[config.mk]
export PLATFORM = sky130hd
export DESIGN_NAME = uart_evt_ctrl
export DESIGN_NICKNAME = d
export VERILOG_FILES = /design/src/rtl/uart_evt_pkg.sv /design/src/rtl/uart_evt_txfsm.sv /design/src/rtl/uart_evt_rxpath.sv /design/src/rtl/uart_evt_irq.sv /design/src/rtl/uart_evt_ctrl.sv
export SDC_FILE = /design/constraint.sdc
export NUM_CORES = 1
export LEC_CHECK = 0
export BUFFER_PORTS_ARGS = -buffer_cell sky130_fd_sc_hd__buf_2
export CORE_MARGIN = 2
export CORE_UTILIZATION = 59
export DETAILED_ROUTE_END_ITERATION = 8
export PLACE_DENSITY = 0.78
export SLEW_MARGIN = 20
export SYNTH_ARGS = -nofsm -noshare
export SYNTH_HDL_FRONTEND = slang
export SYNTH_HIERARCHICAL = 1
export SYNTH_SLANG_ARGS = --single-unit
[constraint.sdc]
create_clock -name clk -period 5.55 [get_ports clk]
set_input_delay 1.11 -clock clk [delete_from_list [all_inputs] [get_ports clk]]
set_output_delay 1.11 -clock clk [all_outputs]
set_load 0.05 [all_outputs]
[src/rtl/uart_evt_pkg.sv]
package uart_evt_pkg;

    localparam int REG_AW = 5;
    localparam int N_EV   = 4;
    localparam int N_PIN  = 4;

    localparam int EV_RX = 0;
    localparam int EV_TX = 1;
    localparam int EV_ER = 2;
    localparam int EV_TO = 3;

    typedef enum logic [REG_AW-1:0] {
        REG_RX_GO    = 5'd0,
        REG_RX_HALT  = 5'd1,
        REG_TX_GO    = 5'd2,
        REG_TX_HALT  = 5'd3,
        REG_EV_RXRDY = 5'd4,
        REG_EV_TXRDY = 5'd5,
        REG_EV_ERR   = 5'd6,
        REG_EV_RXTO  = 5'd7,
        REG_IEN      = 5'd8,
        REG_IEN_SET  = 5'd9,
        REG_IEN_CLR  = 5'd10,
        REG_ERRSRC   = 5'd11,
        REG_ENABLE   = 5'd12,
        REG_PIN0     = 5'd13,
        REG_PIN1     = 5'd14,
        REG_PIN2     = 5'd15,
        REG_PIN3     = 5'd16,
        REG_BAUD     = 5'd17,
        REG_RXDATA   = 5'd18,
        REG_TXDATA   = 5'd19
    } reg_e;

    localparam logic [REG_AW-1:0] EV_BASE  = 5'd4;
    localparam logic [REG_AW-1:0] PIN_BASE = 5'd13;

    typedef enum logic [1:0] {
        TX_OFF   = 2'd0,
        TX_IDLE  = 2'd1,
        TX_BUSY  = 2'd2,
        TX_DRAIN = 2'd3
    } tx_state_e;

    typedef enum logic {
        RX_OFF = 1'b0,
        RX_ON  = 1'b1
    } rx_state_e;

endpackage

[src/rtl/uart_evt_txfsm.sv]
module uart_evt_txfsm
    import uart_evt_pkg::*;
#(
    parameter int BYTE_W = 8
) (
    input  logic              clk,
    input  logic              rst_n,
    input  logic              start_req,
    input  logic              stop_req,
    input  logic              load_req,
    input  logic [BYTE_W-1:0] load_byte,
    input  logic              done_in,
    output logic              busy_o,
    output logic              finished_o,
    output logic [BYTE_W-1:0] byte_o
);

    tx_state_e         state_q, state_d;
    logic [BYTE_W-1:0] byte_q;
    logic              accepted;

    assign accepted   = (state_q == TX_IDLE) && load_req && !stop_req;
    assign finished_o = done_in && ((state_q == TX_BUSY) || (state_q == TX_DRAIN));

    always_comb begin
        state_d = state_q;
        unique case (state_q)
            TX_OFF: begin
                if (start_req) state_d = TX_IDLE;
            end
            TX_IDLE: begin
                if (stop_req)      state_d = TX_OFF;
                else if (load_req) state_d = TX_BUSY;
            end
            TX_BUSY: begin
                if (done_in)       state_d = stop_req ? TX_OFF : TX_IDLE;
                else if (stop_req) state_d = TX_DRAIN;
            end
            TX_DRAIN: begin
                if (done_in)        state_d = start_req ? TX_IDLE : TX_OFF;
                else if (start_req) state_d = TX_BUSY;
            end
            default: state_d = TX_OFF;
        endcase
    end

    always_ff @(posedge clk or negedge rst_n) begin
        if (!rst_n) state_q <= TX_OFF;
        else        state_q <= state_d;
    end

    always_ff @(posedge clk or negedge rst_n) begin
        if (!rst_n)        byte_q <= '0;
        else if (accepted) byte_q <= load_byte;
    end

    assign busy_o = (state_q == TX_BUSY) || (state_q == TX_DRAIN);
    assign byte_o = byte_q;

    AST_TX_DONE_CLEARS: assert property (@(posedge clk) disable iff (!rst_n)
        (finished_o && !start_req) |=> !busy_o);
    AST_TX_BYTE_HELD: assert property (@(posedge clk) disable iff (!rst_n)
        (busy_o && !finished_o) |=> $stable(byte_o));

endmodule

[src/rtl/uart_evt_rxpath.sv]
module uart_evt_rxpath
    import uart_evt_pkg::*;
#(
    parameter int DEPTH  = 6,
    parameter int BYTE_W = 8
) (
    input  logic              clk,
    input  logic              rst_n,
    input  logic              start_req,
    input  logic              stop_req,
    input  logic              in_valid,
    input  logic [BYTE_W-1:0] in_byte,
    input  logic              pop_req,
    output logic              push_ok,
    output logic              pop_ok,
    output logic              more_left,
    output logic [BYTE_W-1:0] head_byte
);

    localparam int CW    = $clog2(DEPTH + 1);
    localparam int MEM_N = 1 << CW;
    localparam logic [CW-1:0] DEPTH_C = CW'(DEPTH);
    localparam logic [CW-1:0] LAST_C  = CW'(DEPTH - 1);
    localparam logic [CW-1:0] ONE_C   = CW'(1);

    rx_state_e         state_q, state_d;
    logic [BYTE_W-1:0] mem_q [MEM_N];
    logic [CW-1:0]     head_q, len_q, head_d, len_d, wpos;
    logic [CW:0]       sum;

    always_comb begin
        state_d = state_q;
        unique case (state_q)
            RX_OFF:  if (start_req) state_d = RX_ON;
            RX_ON:   if (stop_req)  state_d = RX_OFF;
            default: state_d = RX_OFF;
        endcase
    end

    always_ff @(posedge clk or negedge rst_n) begin
        if (!rst_n) state_q <= RX_OFF;
        else        state_q <= state_d;
    end

    assign push_ok   = in_valid && (state_q == RX_ON) && (len_q < DEPTH_C);
    assign pop_ok    = pop_req && (state_q == RX_ON) && (len_q != '0);
    assign more_left = len_q > ONE_C;
    assign head_byte = mem_q[head_q];

    assign sum  = {1'b0, head_q} + {1'b0, len_q};
    assign wpos = (sum >= {1'b0, DEPTH_C}) ? CW'(sum - {1'b0, DEPTH_C}) : sum[CW-1:0];

    always_comb begin
        head_d = head_q;
        if (pop_ok) head_d = (head_q == LAST_C) ? '0 : head_q + ONE_C;
        len_d = len_q + CW'(push_ok) - CW'(pop_ok);
    end

    always_ff @(posedge clk or negedge rst_n) begin
        if (!rst_n) begin
            head_q <= '0;
            len_q  <= '0;
        end else begin
            head_q <= head_d;
            len_q  <= len_d;
        end
    end

    generate
        for (genvar g = 0; g < MEM_N; g++) begin : g_slot
            always_ff @(posedge clk or negedge rst_n) begin
                if (!rst_n)                                  mem_q[g] <= '0;
                else if (push_ok && (wpos == CW'(g)))        mem_q[g] <= in_byte;
            end
        end
    endgenerate

    AST_FIFO_BOUND: assert property (@(posedge clk) disable iff (!rst_n)
        len_q <= DEPTH_C);
    AST_FULL_NO_GROW: assert property (@(posedge clk) disable iff (!rst_n)
        (len_q == DEPTH_C && !pop_req) |=> (len_q == DEPTH_C));
    AST_OFF_NO_POP: assert property (@(posedge clk) disable iff (!rst_n)
        (state_q == RX_OFF) |=> $stable(head_q));

endmodule

[src/rtl/uart_evt_irq.sv]
module uart_evt_irq #(
    parameter int N = 4
) (
    input  logic         clk,
    input  logic         rst_n,
    input  logic [N-1:0] ev,
    input  logic [N-1:0] en,
    output logic         irq_o
);

    logic [N-1:0] term;
    logic         irq_q;

    generate
        for (genvar g = 0; g < N; g++) begin : g_term
            assign term[g] = ev[g] & en[g];
        end
    endgenerate

    always_ff @(posedge clk or negedge rst_n) begin
        if (!rst_n) irq_q <= 1'b0;
        else        irq_q <= |term;
    end

    assign irq_o = irq_q;

    AST_IRQ_MASKED: assert property (@(posedge clk) disable iff (!rst_n)
        (en == '0) |=> !irq_o);

endmodule

[src/rtl/uart_evt_ctrl.sv]
module uart_evt_ctrl
    import uart_evt_pkg::*;
#(
    parameter int FIFO_DEPTH = 6,
    parameter int DATA_W     = 32,
    parameter int BYTE_W     = 8
) (
    input  logic              clk,
    input  logic              rst_n,
    input  logic              bus_wr,
    input  logic              bus_rd,
    input  logic [REG_AW-1:0] bus_addr,
    input  logic [DATA_W-1:0] bus_wdata,
    output logic [DATA_W-1:0] bus_rdata,
    input  logic              rx_valid,
    input  logic [BYTE_W-1:0] rx_data,
    input  logic              line_break,
    output logic              tx_valid,
    output logic [BYTE_W-1:0] tx_data,
    input  logic              tx_done,
    output logic              irq
);

    localparam logic [DATA_W-1:0] PIN_RST  = '1;
    localparam logic [DATA_W-1:0] BAUD_RST = DATA_W'(32'h0400_0000);
    localparam logic [DATA_W-1:0] BRK_BITS = DATA_W'(3);

    reg_e              addr_e;
    logic              wr_ok;
    logic [N_EV-1:0]   ev_q, ev_d;
    logic [DATA_W-1:0] ien_q, ien_d, err_q, err_d, en_q, baud_q;
    logic [DATA_W-1:0] pin_q [N_PIN];
    logic              rx_go, rx_halt, tx_go, tx_halt, tx_load, rx_pop;
    logic              push_ok, pop_ok, more_left, tx_fin;
    logic [BYTE_W-1:0] head_byte;

    assign addr_e  = reg_e'(bus_addr);
    assign wr_ok   = bus_wr && ((en_q != '0) || (addr_e == REG_ENABLE));
    assign rx_go   = wr_ok && (addr_e == REG_RX_GO)   && bus_wdata[0];
    assign rx_halt = wr_ok && (addr_e == REG_RX_HALT) && bus_wdata[0];
    assign tx_go   = wr_ok && (addr_e == REG_TX_GO)   && bus_wdata[0];
    assign tx_halt = wr_ok && (addr_e == REG_TX_HALT) && bus_wdata[0];
    assign tx_load = wr_ok && (addr_e == REG_TXDATA);
    assign rx_pop  = bus_rd && (addr_e == REG_RXDATA);

    uart_evt_rxpath #(.DEPTH(FIFO_DEPTH), .BYTE_W(BYTE_W)) u_rx (
        .clk       (clk),
        .rst_n     (rst_n),
        .start_req (rx_go),
        .stop_req  (rx_halt),
        .in_valid  (rx_valid),
        .in_byte   (rx_data),
        .pop_req   (rx_pop),
        .push_ok   (push_ok),
        .pop_ok    (pop_ok),
        .more_left (more_left),
        .head_byte (head_byte)
    );

    uart_evt_txfsm #(.BYTE_W(BYTE_W)) u_tx (
        .clk        (clk),
        .rst_n      (rst_n),
        .start_req  (tx_go),
        .stop_req   (tx_halt),
        .load_req   (tx_load),
        .load_byte  (bus_wdata[BYTE_W-1:0]),
        .done_in    (tx_done),
        .busy_o     (tx_valid),
        .finished_o (tx_fin),
        .byte_o     (tx_data)
    );

    uart_evt_irq #(.N(N_EV)) u_irq (
        .clk   (clk),
        .rst_n (rst_n),
        .ev    (ev_q),
        .en    (ien_q[N_EV-1:0]),
        .irq_o (irq)
    );

    // Bus writes land first, hardware-raised events override them.
    always_comb begin
        ev_d = ev_q;
        for (int i = 0; i < N_EV; i++) begin
            if (wr_ok && (bus_addr == EV_BASE + REG_AW'(i))) ev_d[i] = |bus_wdata;
        end
        if (rx_halt)                ev_d[EV_TO] = 1'b1;
        if (push_ok)                ev_d[EV_RX] = 1'b1;
        if (pop_ok && more_left)    ev_d[EV_RX] = 1'b1;
        if (tx_fin)                 ev_d[EV_TX] = 1'b1;
        if (line_break)             ev_d[EV_ER] = 1'b1;
    end

    always_comb begin
        ien_d = ien_q;
        if (wr_ok) begin
            unique case (addr_e)
                REG_IEN:     ien_d = bus_wdata;
                REG_IEN_SET: ien_d = ien_q | bus_wdata;
                REG_IEN_CLR: ien_d = ien_q & ~bus_wdata;
                default:     ien_d = ien_q;
            endcase
        end
        err_d = err_q;
        if (wr_ok && (addr_e == REG_ERRSRC)) err_d = err_q & ~bus_wdata;
        if (line_break)                      err_d = err_d | BRK_BITS;
    end

    always_ff @(posedge clk or negedge rst_n) begin
        if (!rst_n) begin
            ev_q  <= '0;
            ien_q <= '0;
            err_q <= '0;
        end else begin
            ev_q  <= ev_d;
            ien_q <= ien_d;
            err_q <= err_d;
        end
    end

    always_ff @(posedge clk or negedge rst_n) begin
        if (!rst_n)                               en_q <= '0;
        else if (bus_wr && addr_e == REG_ENABLE)  en_q <= bus_wdata;
    end

    always_ff @(posedge clk or negedge rst_n) begin
        if (!rst_n)                              baud_q <= BAUD_RST;
        else if (wr_ok && addr_e == REG_BAUD)    baud_q <= bus_wdata;
    end

    generate
        for (genvar g = 0; g < N_PIN; g++) begin : g_pin
            always_ff @(posedge clk or negedge rst_n) begin
                if (!rst_n) pin_q[g] <= PIN_RST;
                else if (wr_ok && (bus_addr == PIN_BASE + REG_AW'(g))) pin_q[g] <= bus_wdata;
            end
        end
    endgenerate

    always_comb begin
        bus_rdata = '0;
        case (addr_e)
            REG_EV_RXRDY: bus_rdata = DATA_W'(ev_q[EV_RX]);
            REG_EV_TXRDY: bus_rdata = DATA_W'(ev_q[EV_TX]);
            REG_EV_ERR:   bus_rdata = DATA_W'(ev_q[EV_ER]);
            REG_EV_RXTO:  bus_rdata = DATA_W'(ev_q[EV_TO]);
            REG_IEN, REG_IEN_SET, REG_IEN_CLR: bus_rdata = ien_q;
            REG_ERRSRC:   bus_rdata = err_q;
            REG_ENABLE:   bus_rdata = en_q;
            REG_PIN0:     bus_rdata = pin_q[0];
            REG_PIN1:     bus_rdata = pin_q[1];
            REG_PIN2:     bus_rdata = pin_q[2];
            REG_PIN3:     bus_rdata = pin_q[3];
            REG_BAUD:     bus_rdata = baud_q;
            REG_RXDATA:   bus_rdata = DATA_W'(head_byte);
            REG_TXDATA:   bus_rdata = DATA_W'(tx_data);
            default:      bus_rdata = '0;
        endcase
    end

    AST_IEN_SET_BITS: assert property (@(posedge clk) disable iff (!rst_n)
        (wr_ok && addr_e == REG_IEN_SET) |=> ((ien_q & $past(bus_wdata)) == $past(bus_wdata)));
    AST_DISABLED_IGNORED: assert property (@(posedge clk) disable iff (!rst_n)
        (bus_wr && en_q == '0 && addr_e != REG_ENABLE && !line_break)
        |=> ($stable(ien_q) && $stable(err_q) && $stable(baud_q)));
    AST_STOP_TIMEOUT: assert property (@(posedge clk) disable iff (!rst_n)
        rx_halt |=> ev_q[EV_TO]);
    AST_BREAK_FLAGS: assert property (@(posedge clk) disable iff (!rst_n)
        line_break |=> (ev_q[EV_ER] && err_q[1:0] == 2'b11));

endmodule

==> impl_metrics.csv <==
group,metric,value,unit
floorplanning,io_pins,94,
clock_network,cts_setup_buffers,0,
timing,finalCritPeriodShare,82.2,%
clock_network,cts_resized,0,
timing,rsz0062_at_grt,"no",
logic_synthesis,yosysTopAreaCell,"dfrtp_1",
hold_path,min_path_cells,1,
logic_synthesis,synth_top_family_by_area,"multiplexers",
logic_synthesis,synth_top_cell_area_share,32.8,%
outcome,status,"completed",
worst_setup_path,critPathTopFamily,"simple AND/OR/NAND/NOR gates",
worst_setup_path,reg2reg_slack,2260,ps
logic_synthesis,synth.net_count,1330,
route,firstDrtPassIters,5,
logic_synthesis,synth_adder_area_share,0.785,%
logic_synthesis,synthTopCellsByArea,"dfrtp_1 (33%), dfstp_2 (21%), mux2_2 (15%)",
grt,grt_usage,29.6,%
logic_synthesis,yosys_most_used_dff,"dfrtp_1",
grt,grt_pass1_vias,11600,
timing,finalHoldViolCount,0,
timing,skew,10.3,ps
timing,slew_violations,0,
floorplanning,core-area,27000,um2
worst_setup_path,cp_num_buf_inv,3,
worst_setup_path,critical_path.max_fanout,17,
route,detail_route.wl_per_cell,25.1,um
grt,antenna_found_initial,2,
logic_synthesis,synth_edf_count,0,
logic_synthesis,netlist_instances,1269,
timing,fin_tns_setup,0,ps
placement,dp_hpwl,25.6,mm
worst_setup_path,slowest_stage,"and3_1",
clock_network,cts.clk_slew.worst_paths,60,ps
logic_synthesis,ys_seq_elements,342,
final_layout,drive_gt1_share,42.9,%
floorplanning,die_x,170,um
clock_network,cts.sinks,342,
grt,grt_remaining_overflow,0,
route,drtIter0Drc,1070,
worst_setup_path,path_depth,8,
logic_synthesis,synth.distinct_cells,69,
timing,finalSetupViolations,0,
worst_setup_path,max_stage_delay,840,ps
route,drc,0,
run,cap_viol_max_count,0,
clock_network,cts_tree,"done",
route,ant_nets,0,
worst_setup_path,path_class,"primary input to output port",
worst_setup_path,worst_setup_path_end_kind,"output port",
placement,gp_congestion,0.828,
power,power_leakage,7.89,nW
timing,min_period,4560,ps
floorplanning,fp-row-count,60,
worst_setup_path,startpoint_type,"primary input",
timing,fmax,219,MHz
logic_synthesis,syn_area,16300,um2
logic_synthesis,ys_warn_count,6,
logic_synthesis,yosys.area_share.simple,6.89,%
worst_setup_path,worstPathRequired,4440,ps
route,drt_wl_total,41.8,mm
placement,port_buffers,93,
logic_synthesis,synthXorXnorAreaFrac,0.215,%
logic_synthesis,synth_area_per_cell,12.8,um2
grt,grt_max_degree,138,
logic_synthesis,synth_compound_area_share,14.1,%
timing,worst_slack,987,ps
clock_network,numCtsBuffers,35,
worst_setup_path,cp-startpoint,"bus_addr[0]",
logic_synthesis,yosysSeqAreaShare,53.6,%
placement,pre_cts_ws,1010,ps
floorplanning,die_height,170,um
timing,worst_slew_pin_slew,1120,ps
clock_network,hold_buffers,0,
floorplanning,dieArea,28900,um2
power,vdd_ir_drop_max,329,uV
final_layout,final_nets,1362,
logic_synthesis,synth_common_cells,"mux2_2 (215), dfrtp_1 (213), dfstp_2 (129)",
grt,grt_first_pass_wirelength,65.9,mm
floorplanning,start_util,60.2,%
logic_synthesis,synthMuxAreaShare,20.5,%
route,viasPerCell,6.82,
final_layout,area_delta_synth_final,10.4,%
worst_setup_path,r2r_cells,7,
clock_network,cts_max_path_buffers,3,
logic_synthesis,synth_most_common_cell,"mux2_2",
worst_setup_path,timing.rr.end,"u_tx/byte_o[1]",
clock_network,insertion_delay,510,ps
worst_setup_path,cp_cell_sequence,"buf_2, nand2_1, and3_1, buf_4, a22oi_1, and3_1, nand3_1, buf_2",
worst_setup_path,r2r_start,"en_q[4]",
clock_network,cts-root-buf,"clkbuf_16",
power,p_per_area,396,nW/um2
worst_setup_path,cp-endpoint,"bus_rdata[1]",
timing,relSlewSlack,25.0,%
logic_synthesis,ys_async_sr_fraction,100,%
route,via_count,11400,
clock_network,h-tree-depth,2,
hold_path,hp-class,"flop to flop",
worst_setup_path,critPathArrivalTime,3450,ps
state kept, by name (all words and copies together), names as in the netlist:
name          count
baud_q           32
en_q             32
err_q            32
ev_q              4
ien_q            32
pin_q           128
u_irq/irq_o       1
u_rx/head_q       3
u_rx/len_q        3
u_rx/mem_q       64
u_rx/state_q      1
u_tx/byte_o       8
u_tx/state_q      2
cells by family after synthesis:
group	Yosys count
AND/OR/NAND/NOR	198
AO/OA/AOI/OAI	301
buffers and inverters	138
multiplexers	277
adder cells (fa/ha/maj)	9
flip-flops	342
XOR/XNOR	4
worst register-to-register path, delay by kind of cell (launching register included):
kind	cells	cell delay [ps]
AOI/OAI and AO/OA	1	350
DFF	1	400
muxes	1	360
and+or+nand+nor	5	2070
area by class of cell:
cell class / instances / area (um2)
antenna: 1 / 2.50
clock buffer: 53 / 1010
clock inverter: 8 / 47.5
fill: 1949 / 9070
inverter: 10 / 37.5
multi-input combinational: 789 / 7000
sequential: 342 / 8720
tap: 341 / 427
timing repair buffer: 123 / 713
how the worst min path moves through the flow:
stage | start | to | slack, ps
floorplan | err_q[0] | err_q[0] | 450
global placement | err_q[1] | err_q[1] | 460
detailed placement | err_q[0] | err_q[0] | 470
CTS | err_q[0] | err_q[0] | 480
global route | err_q[0] | err_q[0] | 510
finish | err_q[0] | err_q[0] | 480
where the power goes:
part | internal [mW] | total (mW) | switching [mW]
clock network | 1.26 | 2.20 | 0.938
logic | 0.660 | 1.47 | 0.814
registers | 3.11 | 3.43 | 0.325
total | 5.03 | 7.11 | 2.08
metal layers:
layer  part of all wire (%)  vias up  global-route usage (%)
met1                     41     5937                    39.1
met2                     49      469                    49.7
met5                  0.043        -                       0
met3                    6.7      109                    4.86
li1                       -     4844                       -
met4                    3.4        2                    10.7
per-stage QoR:
step	utilization [%]	power, mW	hold slack (ps)	instances	instance area [um2]
floorplan	-	4.50	450	1269	16300
global placement	62.5	4.83	461	1605	16900
detailed placement	62.5	4.92	470	1605	16900
CTS	66.4	7.13	483	1666	18000
global route	66.4	7.43	508	1667	18000
finish	66.4	7.11	483	1667	18000
layout by cell type (no fill, tap or decap), types with 29 or more instances in the layout:
cell,count
a22oi_1,89
a22o_1,56
nor2_1,45
o21ai_0,43
mux2_1,33
dfstp_2,129
dfrtp_1,213
buf_4,29
a21boi_0,30
mux2_2,215
nand3_1,36
buf_2,92
clkbuf_16,35
Note: power is estimated with default switching activity, not from simulation.
